### config.mk
export PLATFORM = sky130hd
export DESIGN_NAME = dest_addr_filter
export DESIGN_NICKNAME = d
export VERILOG_FILES = /design/src/rtl/addr_filter_pkg.sv /design/src/rtl/addr_filter_ctrl.sv /design/src/rtl/addr_filter_dp.sv /design/src/rtl/dest_addr_filter.sv
export SDC_FILE = /design/constraint.sdc
export NUM_CORES = 1
export LEC_CHECK = 0
export BUFFER_PORTS_ARGS = -buffer_cell sky130_fd_sc_hd__buf_2
export CAP_MARGIN = 0
export CORE_AREA = 8 8 151 153
export DETAILED_ROUTE_END_ITERATION = 7
export DIE_AREA = 0 0 159 161
export PLACE_DENSITY = 0.56
export SLEW_MARGIN = 20
export SYNTH_ARGS = -nofsm -noshare
export SYNTH_HDL_FRONTEND = slang
export SYNTH_SLANG_ARGS = --single-unit
### constraint.sdc
create_clock -name clk -period 5.9 [get_ports clk]
set_clock_uncertainty 0.1 [all_clocks]
set_input_delay 0.59 -clock clk [delete_from_list [all_inputs] [get_ports clk]]
set_output_delay 0.59 -clock clk [all_outputs]
set_load 0.005 [all_outputs]
### src/rtl/addr_filter_pkg.sv
`timescale 1ns/1ps
package addr_filter_pkg;
  localparam logic [31:0] CRC_SEED = 32'hFFFF_FFFF;
  localparam logic [31:0] CRC_POLY = 32'hEDB8_8320;

  typedef struct packed {
    logic clr;     // restart address capture and CRC
    logic load;    // take byteIn this cycle
    logic finish;  // this byte is the last one: register the verdict
  } ctrl_t;
endpackage

### src/rtl/addr_filter_ctrl.sv
`timescale 1ns/1ps
module addr_filter_ctrl
  import addr_filter_pkg::*;
#(
  parameter int ADDR_BYTES = 6,
  localparam int IDX_W = $clog2(ADDR_BYTES),
  localparam int CNT_W = $clog2(ADDR_BYTES + 1)
) (
  input  logic             clk,
  input  logic             rstN,
  input  logic             startStrobe,
  input  logic             byteValid,
  output ctrl_t            ctrl,
  output logic [IDX_W-1:0] byteIdx,
  output logic             decisionValid
);
  localparam logic [CNT_W-1:0] DONE = CNT_W'(ADDR_BYTES);
  localparam logic [IDX_W-1:0] LAST = IDX_W'(ADDR_BYTES - 1);

  logic [CNT_W-1:0] byteCnt;
  logic             validReg;
  logic             take;

  // A start with a byte in the same cycle makes that byte number 0.
  assign take    = byteValid && (startStrobe || (byteCnt < DONE));
  assign byteIdx = startStrobe ? '0 : IDX_W'(byteCnt);

  always_comb begin
    ctrl.clr    = startStrobe;
    ctrl.load   = take;
    ctrl.finish = take && (byteIdx == LAST);
  end

  always_ff @(posedge clk) begin
    if (!rstN) begin
      byteCnt  <= DONE;   // ignore bytes until the first start
      validReg <= 1'b0;
    end else begin
      if (startStrobe)   byteCnt <= take ? CNT_W'(1) : '0;
      else if (take)     byteCnt <= byteCnt + CNT_W'(1);

      if (ctrl.finish)      validReg <= 1'b1;
      else if (startStrobe) validReg <= 1'b0;
    end
  end

  assign decisionValid = validReg;
endmodule

### src/rtl/addr_filter_dp.sv
`timescale 1ns/1ps
module addr_filter_dp
  import addr_filter_pkg::*;
#(
  parameter int ADDR_BYTES = 6,
  parameter int HASH_BITS  = 6,
  localparam int IDX_W    = $clog2(ADDR_BYTES),
  localparam int ADDR_W   = 8 * ADDR_BYTES,
  localparam int FILTER_W = 1 << HASH_BITS
) (
  input  logic                clk,
  input  logic                rstN,
  input  ctrl_t               ctrl,
  input  logic [IDX_W-1:0]    byteIdx,
  input  logic [7:0]          byteIn,
  input  logic [ADDR_W-1:0]   stationAddr,
  input  logic [FILTER_W-1:0] hashFilter,
  input  logic                promiscEn,
  input  logic                allMultiEn,
  output logic                acceptOut
);
  logic [31:0]          crcReg, crcBase, crcNext;
  logic [ADDR_W-1:0]    addrReg, addrBase, addrNext;
  logic [HASH_BITS-1:0] hashIdx;
  logic                 isGroup, isBcast, stationHit, hashHit, verdict;
  logic                 acceptReg;

  function automatic logic [31:0] crcByte(input logic [31:0] c, input logic [7:0] b);
    logic [31:0] r;
    r = c;
    for (int i = 0; i < 8; i++) begin
      if (r[0] ^ b[i]) r = (r >> 1) ^ CRC_POLY;
      else             r = r >> 1;
    end
    return r;
  endfunction

  always_comb begin
    crcBase  = ctrl.clr ? CRC_SEED : crcReg;
    addrBase = ctrl.clr ? '0 : addrReg;
    crcNext  = ctrl.load ? crcByte(crcBase, byteIn) : crcBase;
    addrNext = addrBase;
    if (ctrl.load) addrNext[8*byteIdx +: 8] = byteIn;
  end

  assign hashIdx    = crcNext[31 -: HASH_BITS];
  assign isGroup    = addrNext[0];
  assign isBcast    = &addrNext;
  assign stationHit = !isGroup && (addrNext == stationAddr);
  assign hashHit    = isGroup && (allMultiEn || hashFilter[hashIdx]);
  assign verdict    = promiscEn || isBcast || stationHit || hashHit;

  always_ff @(posedge clk) begin
    if (!rstN) begin
      crcReg    <= CRC_SEED;
      addrReg   <= '0;
      acceptReg <= 1'b0;
    end else begin
      if (ctrl.clr || ctrl.load) begin
        crcReg  <= crcNext;
        addrReg <= addrNext;
      end
      if (ctrl.finish)   acceptReg <= verdict;
      else if (ctrl.clr) acceptReg <= 1'b0;
    end
  end

  assign acceptOut = acceptReg;
endmodule

### src/rtl/dest_addr_filter.sv
`timescale 1ns/1ps
module dest_addr_filter
  import addr_filter_pkg::*;
#(
  parameter int ADDR_BYTES  = 6,
  parameter int HASH_BITS   = 6,
  parameter int PROMISC_BIT = 15,
  localparam int IDX_W    = $clog2(ADDR_BYTES),
  localparam int ADDR_W   = 8 * ADDR_BYTES,
  localparam int FILTER_W = 1 << HASH_BITS
) (
  input  logic                clk,
  input  logic                rstN,
  input  logic                startStrobe,
  input  logic                byteValid,
  input  logic [7:0]          byteIn,
  input  logic [ADDR_W-1:0]   stationAddr,
  input  logic [FILTER_W-1:0] hashFilter,
  input  logic [15:0]         modeWord,
  input  logic                allMultiEn,
  output logic                acceptOut,
  output logic                decisionValid
);
  ctrl_t            ctrl;
  logic [IDX_W-1:0] byteIdx;
  logic             unusedModeBits;

  assign unusedModeBits = ^(modeWord & ~(16'd1 << PROMISC_BIT));

  addr_filter_ctrl #(.ADDR_BYTES(ADDR_BYTES)) u_ctrl (
    .clk(clk), .rstN(rstN), .startStrobe(startStrobe), .byteValid(byteValid),
    .ctrl(ctrl), .byteIdx(byteIdx), .decisionValid(decisionValid)
  );

  addr_filter_dp #(.ADDR_BYTES(ADDR_BYTES), .HASH_BITS(HASH_BITS)) u_dp (
    .clk(clk), .rstN(rstN), .ctrl(ctrl), .byteIdx(byteIdx), .byteIn(byteIn),
    .stationAddr(stationAddr), .hashFilter(hashFilter),
    .promiscEn(modeWord[PROMISC_BIT]), .allMultiEn(allMultiEn),
    .acceptOut(acceptOut)
  );
endmodule

### Word-level counts from Yosys, hierarchy flattened

Index checks and enable logic that the tools add are counted.

* bits in registers: 85
* latch bits: 0
* RAM bits: 0
* memory bits (read-only): 0
* input port bits: 141
* logic and storage cells: 65
* memories kept: 0

* add/sub/neg operators: 2
* multipliers: 0
* divide/modulo/power cells: 0
* magnitude comparators: 2
* equality and inequality tests: 2
* shifts and indexed selects: 2
* muxes and demuxes: 22
* bitwise operators: 16
* reductions and logical operators: 14

Operators by type and width (number)
* 32-bit 2-to-1 mux: 10
* 13-bit NOT with 14-bit output: 8
* 48-bit 2-to-1 mux: 2
* 48-bit bitwise mux: 1
* 48-bit == test: 1
* 48-bit AND reduction: 1
* 8-bit by 34-bit variable shift with 48-bit output, first input constant: 1
* 8-bit by 34-bit indexed part select with 48-bit output: 1
* 6-bit negator with 34-bit output: 1
* 3-bit 2-to-1 mux: 3
* 1-bit XOR: 8
* 6-bit by 7-bit less-than comparator with 1-bit output, second input constant: 1
* 1-bit binary-select mux with 6-bit select: 1
* 1-bit logical OR: 6
* 1-bit 2-to-1 mux: 5
* 1-bit logical AND: 4
* 2-bit nonzero test: 2
* 3-bit by 1-bit adder with 3-bit output, second input constant: 1
* 3-bit == test, second input constant: 1
* 3-bit less-than comparator, second input constant: 1
* 1-bit zero test: 1

### Longest topological paths before layout

* depth in word-level cells: 24
* mapped depth: 21

### Cells and area by module

Synthesis repeated with hierarchy kept, for this count alone.

* cells, all modules: 773
* area total of the unflattened synthesis: 6362.4 µm²

By module, submodules not included
* addr_filter_dp: instances 1, cells each 750, area an instance 6127.1 µm²
* addr_filter_ctrl: instances 1, cells each 23, area an instance 235.2 µm²

### Worst setup path before layout

Ideal clock, no wire load.

* path kind: input to register
* start: in startStrobe
* end: reg u_dp.acceptReg, in the netlist u_dp.acceptOut
* arrival time: 4577 ps
* required time: 5668 ps
* setup slack: 1091 ps
* stages: 20
* path buffers: 6
* cells stage by stage: buf_2 -> clkbuf_1 -> inv_1 -> clkbuf_1 -> buf_1 -> clkbuf_1 -> nand2_1 -> ha_1 -> ha_1 -> nand2b_1 -> or4_1 -> clkbuf_1 -> o211a_1 -> or3b_2 -> nand4_1 -> nor4_1 -> nand4_1 -> o21ai_0 -> nor4b_1 -> a31oi_1

* word-level cells in the longest chain between the ends: 21
* elaborated cells on any way between the ends: 49
* those cells by class: 1 x add/sub; 2 x eq/ne; 2 x shift; 17 x mux; 15 x bitwise; 12 x reduce/logical

Ends and longest elaborated chain
* from (decl): RTL line dest_addr_filter.sv:14 `input logic startStrobe,`
* 32-bit 2-to-1 mux: RTL line addr_filter_dp.sv:39 `crcBase = ctrl.clr ? CRC_SEED : crcReg;`
* 32-bit 2-to-1 mux (2 in series): RTL line addr_filter_dp.sv:32 `if (r[0] ^ b[i]) r = (r >> 1) ^ CRC_POLY;`
* 1-bit XOR: RTL line addr_filter_dp.sv:32
* 32-bit 2-to-1 mux: RTL line addr_filter_dp.sv:32
* 13-bit NOT with 14-bit output (no line)
* 32-bit 2-to-1 mux: RTL line addr_filter_dp.sv:32
* 13-bit NOT with 14-bit output (no line)
* 32-bit 2-to-1 mux (2 in series): RTL line addr_filter_dp.sv:32
* [... 3 more ...]
* 32-bit 2-to-1 mux: RTL line addr_filter_dp.sv:32
* 32-bit 2-to-1 mux: RTL line addr_filter_dp.sv:41 `crcNext = ctrl.load ? crcByte(crcBase, byteIn) : crcBase;`
* 1-bit binary-select mux with 6-bit select: RTL line addr_filter_dp.sv:50 `assign hashHit = isGroup && (allMultiEn || hashFilter[hashIdx]);`
* 1-bit 2-to-1 mux (not written as such): RTL line addr_filter_dp.sv:50
* 1-bit logical OR: RTL line addr_filter_dp.sv:50
* 1-bit logical AND: RTL line addr_filter_dp.sv:50
* 1-bit logical OR: RTL line addr_filter_dp.sv:51 `assign verdict = promiscEn || isBcast || stationHit || hashHit;`
* 1-bit 2-to-1 mux: RTL line addr_filter_dp.sv:63 `if (ctrl.finish) acceptReg <= verdict;`
* to (signal assigned): RTL line addr_filter_dp.sv:63
* to (decl): RTL line addr_filter_dp.sv:26 `logic acceptReg;`

Several ways; a longest one is shown, not always the timed one. The select of a mux whose other input is x is not followed.
A chain may end at the register's enable or synchronous reset.

### Worst setup path after layout

* start: reg u_ctrl.byteCnt[1]
* end: reg u_dp.acceptReg, in the netlist u_dp.acceptOut

* word-level cells in the longest chain between the ends: 10
* elaborated cells on any way between the ends: 25
* those cells by class: 1 x add/sub; 1 x order compare; 2 x eq/ne; 2 x shift; 7 x mux; 12 x reduce/logical

Ends and longest elaborated chain
* from (decl): RTL line addr_filter_ctrl.sv:20 `logic [CNT_W-1:0] byteCnt;`
* from (signal assigned): RTL line addr_filter_ctrl.sv:39 `if (startStrobe) byteCnt <= take ? CNT_W'(1) : '0;`
* from (signal assigned): RTL line addr_filter_ctrl.sv:40 `else if (take) byteCnt <= byteCnt + CNT_W'(1);`
* 3-bit 2-to-1 mux or 3-bit less-than comparator (tied branches): RTL line addr_filter_ctrl.sv:26, addr_filter_ctrl.sv:25
* 6-bit negator with 34-bit output or 1-bit logical OR (tied branches): RTL line addr_filter_dp.sv:43, addr_filter_ctrl.sv:25
* 8-bit by 34-bit indexed part select with 48-bit output, or another cell as far along: RTL line addr_filter_dp.sv:43 `if (ctrl.load) addrNext[8*byteIdx +: 8] = byteIn;`
* 48-bit bitwise mux or 32-bit 2-to-1 mux (tied branches): RTL line addr_filter_dp.sv:43, addr_filter_dp.sv:41
* 48-bit 2-to-1 mux or 1-bit binary-select mux with 6-bit select (tied branches): RTL line addr_filter_dp.sv:43, addr_filter_dp.sv:50
* 48-bit == test, or another cell as far along: RTL line addr_filter_dp.sv:49 `assign stationHit = !isGroup && (addrNext == stationAddr);`
* 1-bit logical AND, or another cell as far along: RTL line addr_filter_dp.sv:49
* 1-bit logical OR or 1-bit logical AND (tied branches): RTL line addr_filter_dp.sv:51, addr_filter_dp.sv:50
* 1-bit logical OR: RTL line addr_filter_dp.sv:51
* 1-bit 2-to-1 mux: RTL line addr_filter_dp.sv:63

Several ways; a longest one is shown, not always the timed one. The select of a mux whose other input is x is not followed.

==> summary.txt <==
Status
  – Status: finished, final reports clean

Floorplan
  – Die width: 159 µm
  – CORE AREA: 20560 µm²
  – Initial Utilization: 34.12%
  – Row cnt: 53
  – # IOs: 143
  – Die height: 161 µm
  – Die Footprint: 25600 µm²

CTS
  – Clk buf depth: 2
  – Post-CTS Hold Buffers: 0
  – CTS tree: built
  – Clk sink count: 85
  – Clk_lat worst skew: 0.36 ns
  – Post-CTS resize count: 0
  – Root Driver: clkbuf_16
  – Clock slew at reported path FFs: 0.07 ns
  – Number of CTS-inserted buffers: 9
  – H-tree Lvls: 3
  – Postcts setup bufs: 0

Power and ir drop
  – Leakage: 3.146 nW
  – Logic pwr share: 37.7%
  – Pwr Density: 259.7 nW/µm²
  – Peak VDD IR: 0.0001200 V
  – Net Switching: 0.0007533 W
  – Clock share of power: 31.7%
  – Sequential Power Share: 30.6%
  – Switching share of total power: 35.53%
  – Internal power: 0.001367 W

Critical path
  – Kind of critical path: flop to flop
  – R2R Setup Slk: 1.28 ns
  – Critical path fanouts, max: 12
  – Startpoint types: flop
  – Critical path's slowest cell: a2111oi_0
  – WP data required: 6.08 ns
  – Critical path's top delay family: simple AND/OR/NAND/NOR gates
  – CP peak stage delay: 0.69 ns
  – CP Data Arrival Time: 4.79 ns
  – Setup crit end kind: flop
  – Cell Chain, Critical Path: nand2_1 -> ha_1 -> ha_1 -> nand4b_1 -> nor2_1 -> o211ai_1 -> a2111oi_0 -> nand4_1 -> nor4_1 -> nand4_1 -> o21ai_0 -> nor4b_1 -> a31oi_1
  – CP bufs+invs: 0

STA
  – Hold slack: 0.3770 ns
  – Slew margin rel.: 41.22%
  – Slew Limit Fails: 0
  – Final setup violation count: 0
  – Slew of the pin with the lowest slew margin: 0.8754 ns
  – Fin crit period: 4.619 ns
  – Final Cycle Share: 78.28%
  – TNS Setup: 0 ns
  – Maximum clock frequency: 0.2165 GHz
  – Unrepaired setup endpoints after global routing: no
  – Final hold vios: 0

Global route
  – Global-route wire length before repair: 37.45 mm
  – Number of global-route vias before repair: 6815
  – GRT Total Usage: 18.02%
  – Initial antenna violation count: 1
  – Largest net degree at the start of global routing: 71
  – Grt ovf: 0

Layout
  – Register area: 1702 µm²
  – Share of cells above drive strength 1: 17.70%
  – Final nets: 1159
  – Fin area: 8163 µm²
  – Area grow syn2layout: 16.38%
  – Area of the multi-input gates: 4991 µm²
  – Final non-filler cell total: 1292
  – FILL cells: 2181
  – Ant. Diodes: 0
  – Layout Utilization: 39.71%

Synthesis
  – Ys flop type: dfxtp_1
  – Largest area contributor in the netlist: dfxtp_1
  – Syn_area_per_cell: 7.567 µm²
  – Post-synthesis async set-or-reset flop share: 0%
  – Number of synthesized flops with an enable pin: 0
  – Syn Nets: 1073
  – Mapped Cells: 927
  – Yosys reg bits: 85
  – Yosys warnings: 0
  – Area contributors post-synth: dfxtp_1 24%, xnor2_1 9.0%, nand2_1 6.5%
  – Sequential element share of the synthesized area: 24.26%
  – Post-synth cell types: 76
  – Post-Synthesis Cell Area: 7014 µm²
  – Yosys top cell area share: 24.26%

Placement
  – Count of input and output buffers: 127
  – Placed cells: 1277
  – GP Congestion: 0.8850
  – Placed Instance Area: 7825 µm²
  – HPWL Detailed: 17.14 mm

Routing
  – Starting DRT DRC Count: 462
  – Via count: 7078
  – WL/cell: 18.41 µm
  – Drt total wl: 23.78 mm
  – Routed vias/inst: 5.478
  – ANT nets after route: 0
  – DRC Markers: 0
  – First-pass iteration count of the detailed router: 6

Job
  – Max cap viols: 0

Worst hold path
  – Min-Delay Path Class: flop to flop
## worst paths after layout
| check | from | endpoint | cells past startpoint |
|---|---|---|---|
| worst max-delay path | u_ctrl.byteCnt[1]$_SDFFE_PN1P_ | u_dp.acceptOut$_SDFFE_PN0P_ | 13 |
| worst min register to register | u_dp.addrReg[8]$_SDFFE_PN0P_ | u_dp.addrReg[8]$_SDFFE_PN0P_ | 2 |
| worst min-delay path | u_dp.addrReg[8]$_SDFFE_PN0P_ | u_dp.addrReg[8]$_SDFFE_PN0P_ | 2 |
| worst max register to register | u_ctrl.byteCnt[1]$_SDFFE_PN1P_ | u_dp.acceptOut$_SDFFE_PN0P_ | 13 |
## metal layers
layer / routed length (µm) / up-vias / track usage [%]
met4: 523 / 2 / 6.647
met3: 1656 / 34 / 3.436
met5: 10 / - / 0
met1: 10860 / 3286 / 23.75
met2: 10730 / 288 / 28.81
li1: - / 3468 / -
## area by class of cell
type	count	share of cell area [%]
Sequential cell	85	20.85
Timing Repair Buffer	141	9.105
Clock inverter	6	1.380
Multi-Input combinational cell	764	61.14
Clock buffer	9	2.759
Inverter	12	0.5518
Tap cell	275	4.215
## state kept, by name, indices dropped and copies added, names as in the netlist
| signal | flops |
|---|---|
| u_dp.crcReg | 32 |
| u_ctrl.decisionValid | 1 |
| u_dp.acceptOut | 1 |
| u_ctrl.byteCnt | 3 |
| u_dp.addrReg | 48 |
## power by group through the flow
stage	combinational (W)	sequential (W)	clock [W]
after floorplan	0.000610	0.000645	0
after detailed placement	0.000795	0.000661	0
final	0.000800	0.000648	0.000671
after global placement	0.000795	0.000661	0
after CTS	0.000800	0.000648	0.000682
after global routing	0.000876	0.000653	0.000699
## Yosys cell counts, types with 6 or more instances
master and number:
and2_1 16, o211ai_1 15, o211a_1 7, nand3_1 25, a31oi_1 21, mux2i_1 27
nand2b_1 17, a22oi_1 6, a21oi_1 30, buf_1 12, clkbuf_1 45, dfxtp_1 85
nor3_1 21, buf_2 6, a21boi_0 14, nor2_1 88, xnor2_1 72, o21ai_0 51
and3_1 12, nor2b_1 40, inv_1 12, a2111oi_0 10, o21a_1 7, o22ai_1 15
nor4_1 10, nand4_1 8, or3_1 6, nand2_1 122, xor2_1 28
## kinds of logic (layout without fill, tap and decap cells)
group           count (synthesis)  in the layout  share of synthesized area [%]
buf+inv                        78            168                          4.602
mux                            32             32                          4.977
compound gates                229            229                          22.57
fa+ha+maj                       5              5                         0.8919
flops                          85             85                          24.26
xor+xnor                      111            111                          15.84
simple gates                  387            387                          26.86
## worst register-to-register path, delay by kind of cell, from the launching register on
family                     cells  cell delay, ns
DFF                            1            0.57
adders and majority gates      2            0.59
AOI/OAI and AO/OA              4            1.36
and+or+nand+nor                7            1.94
## stage by stage
stage	setup slack, ns	total power, W
after floorplan	1.091	0.001255
after detailed placement	1.056	0.001455
after global placement	1.201	0.001456
after CTS	1.372	0.002129
after global routing	0.8503	0.002228
final	1.281	0.002120
## placed cells by master, fill, tap and decap left out, drive strengths merged, types with 5 or more instances in the layout
cell type and count:
nor2b 40, xnor2 77, nor4 11, nand4 8
and2 16, o22ai 15, a21boi 15, a41oi 5
mux2i 27, buf 141, xor2 29, a2111oi 11
inv 12, nand2b 17, or3 6, a22oi 6
o211ai 15, clkbuf 9, o21a 7, nand2 122
nor3 21, o211a 7, a21o 5, o2111ai 5
nand3 25, nor2 90, and3 12, a31oi 21
ha 5, o21ai 53, a21oi 31, dfxtp 85
Power figures use the tool's default switching activity.
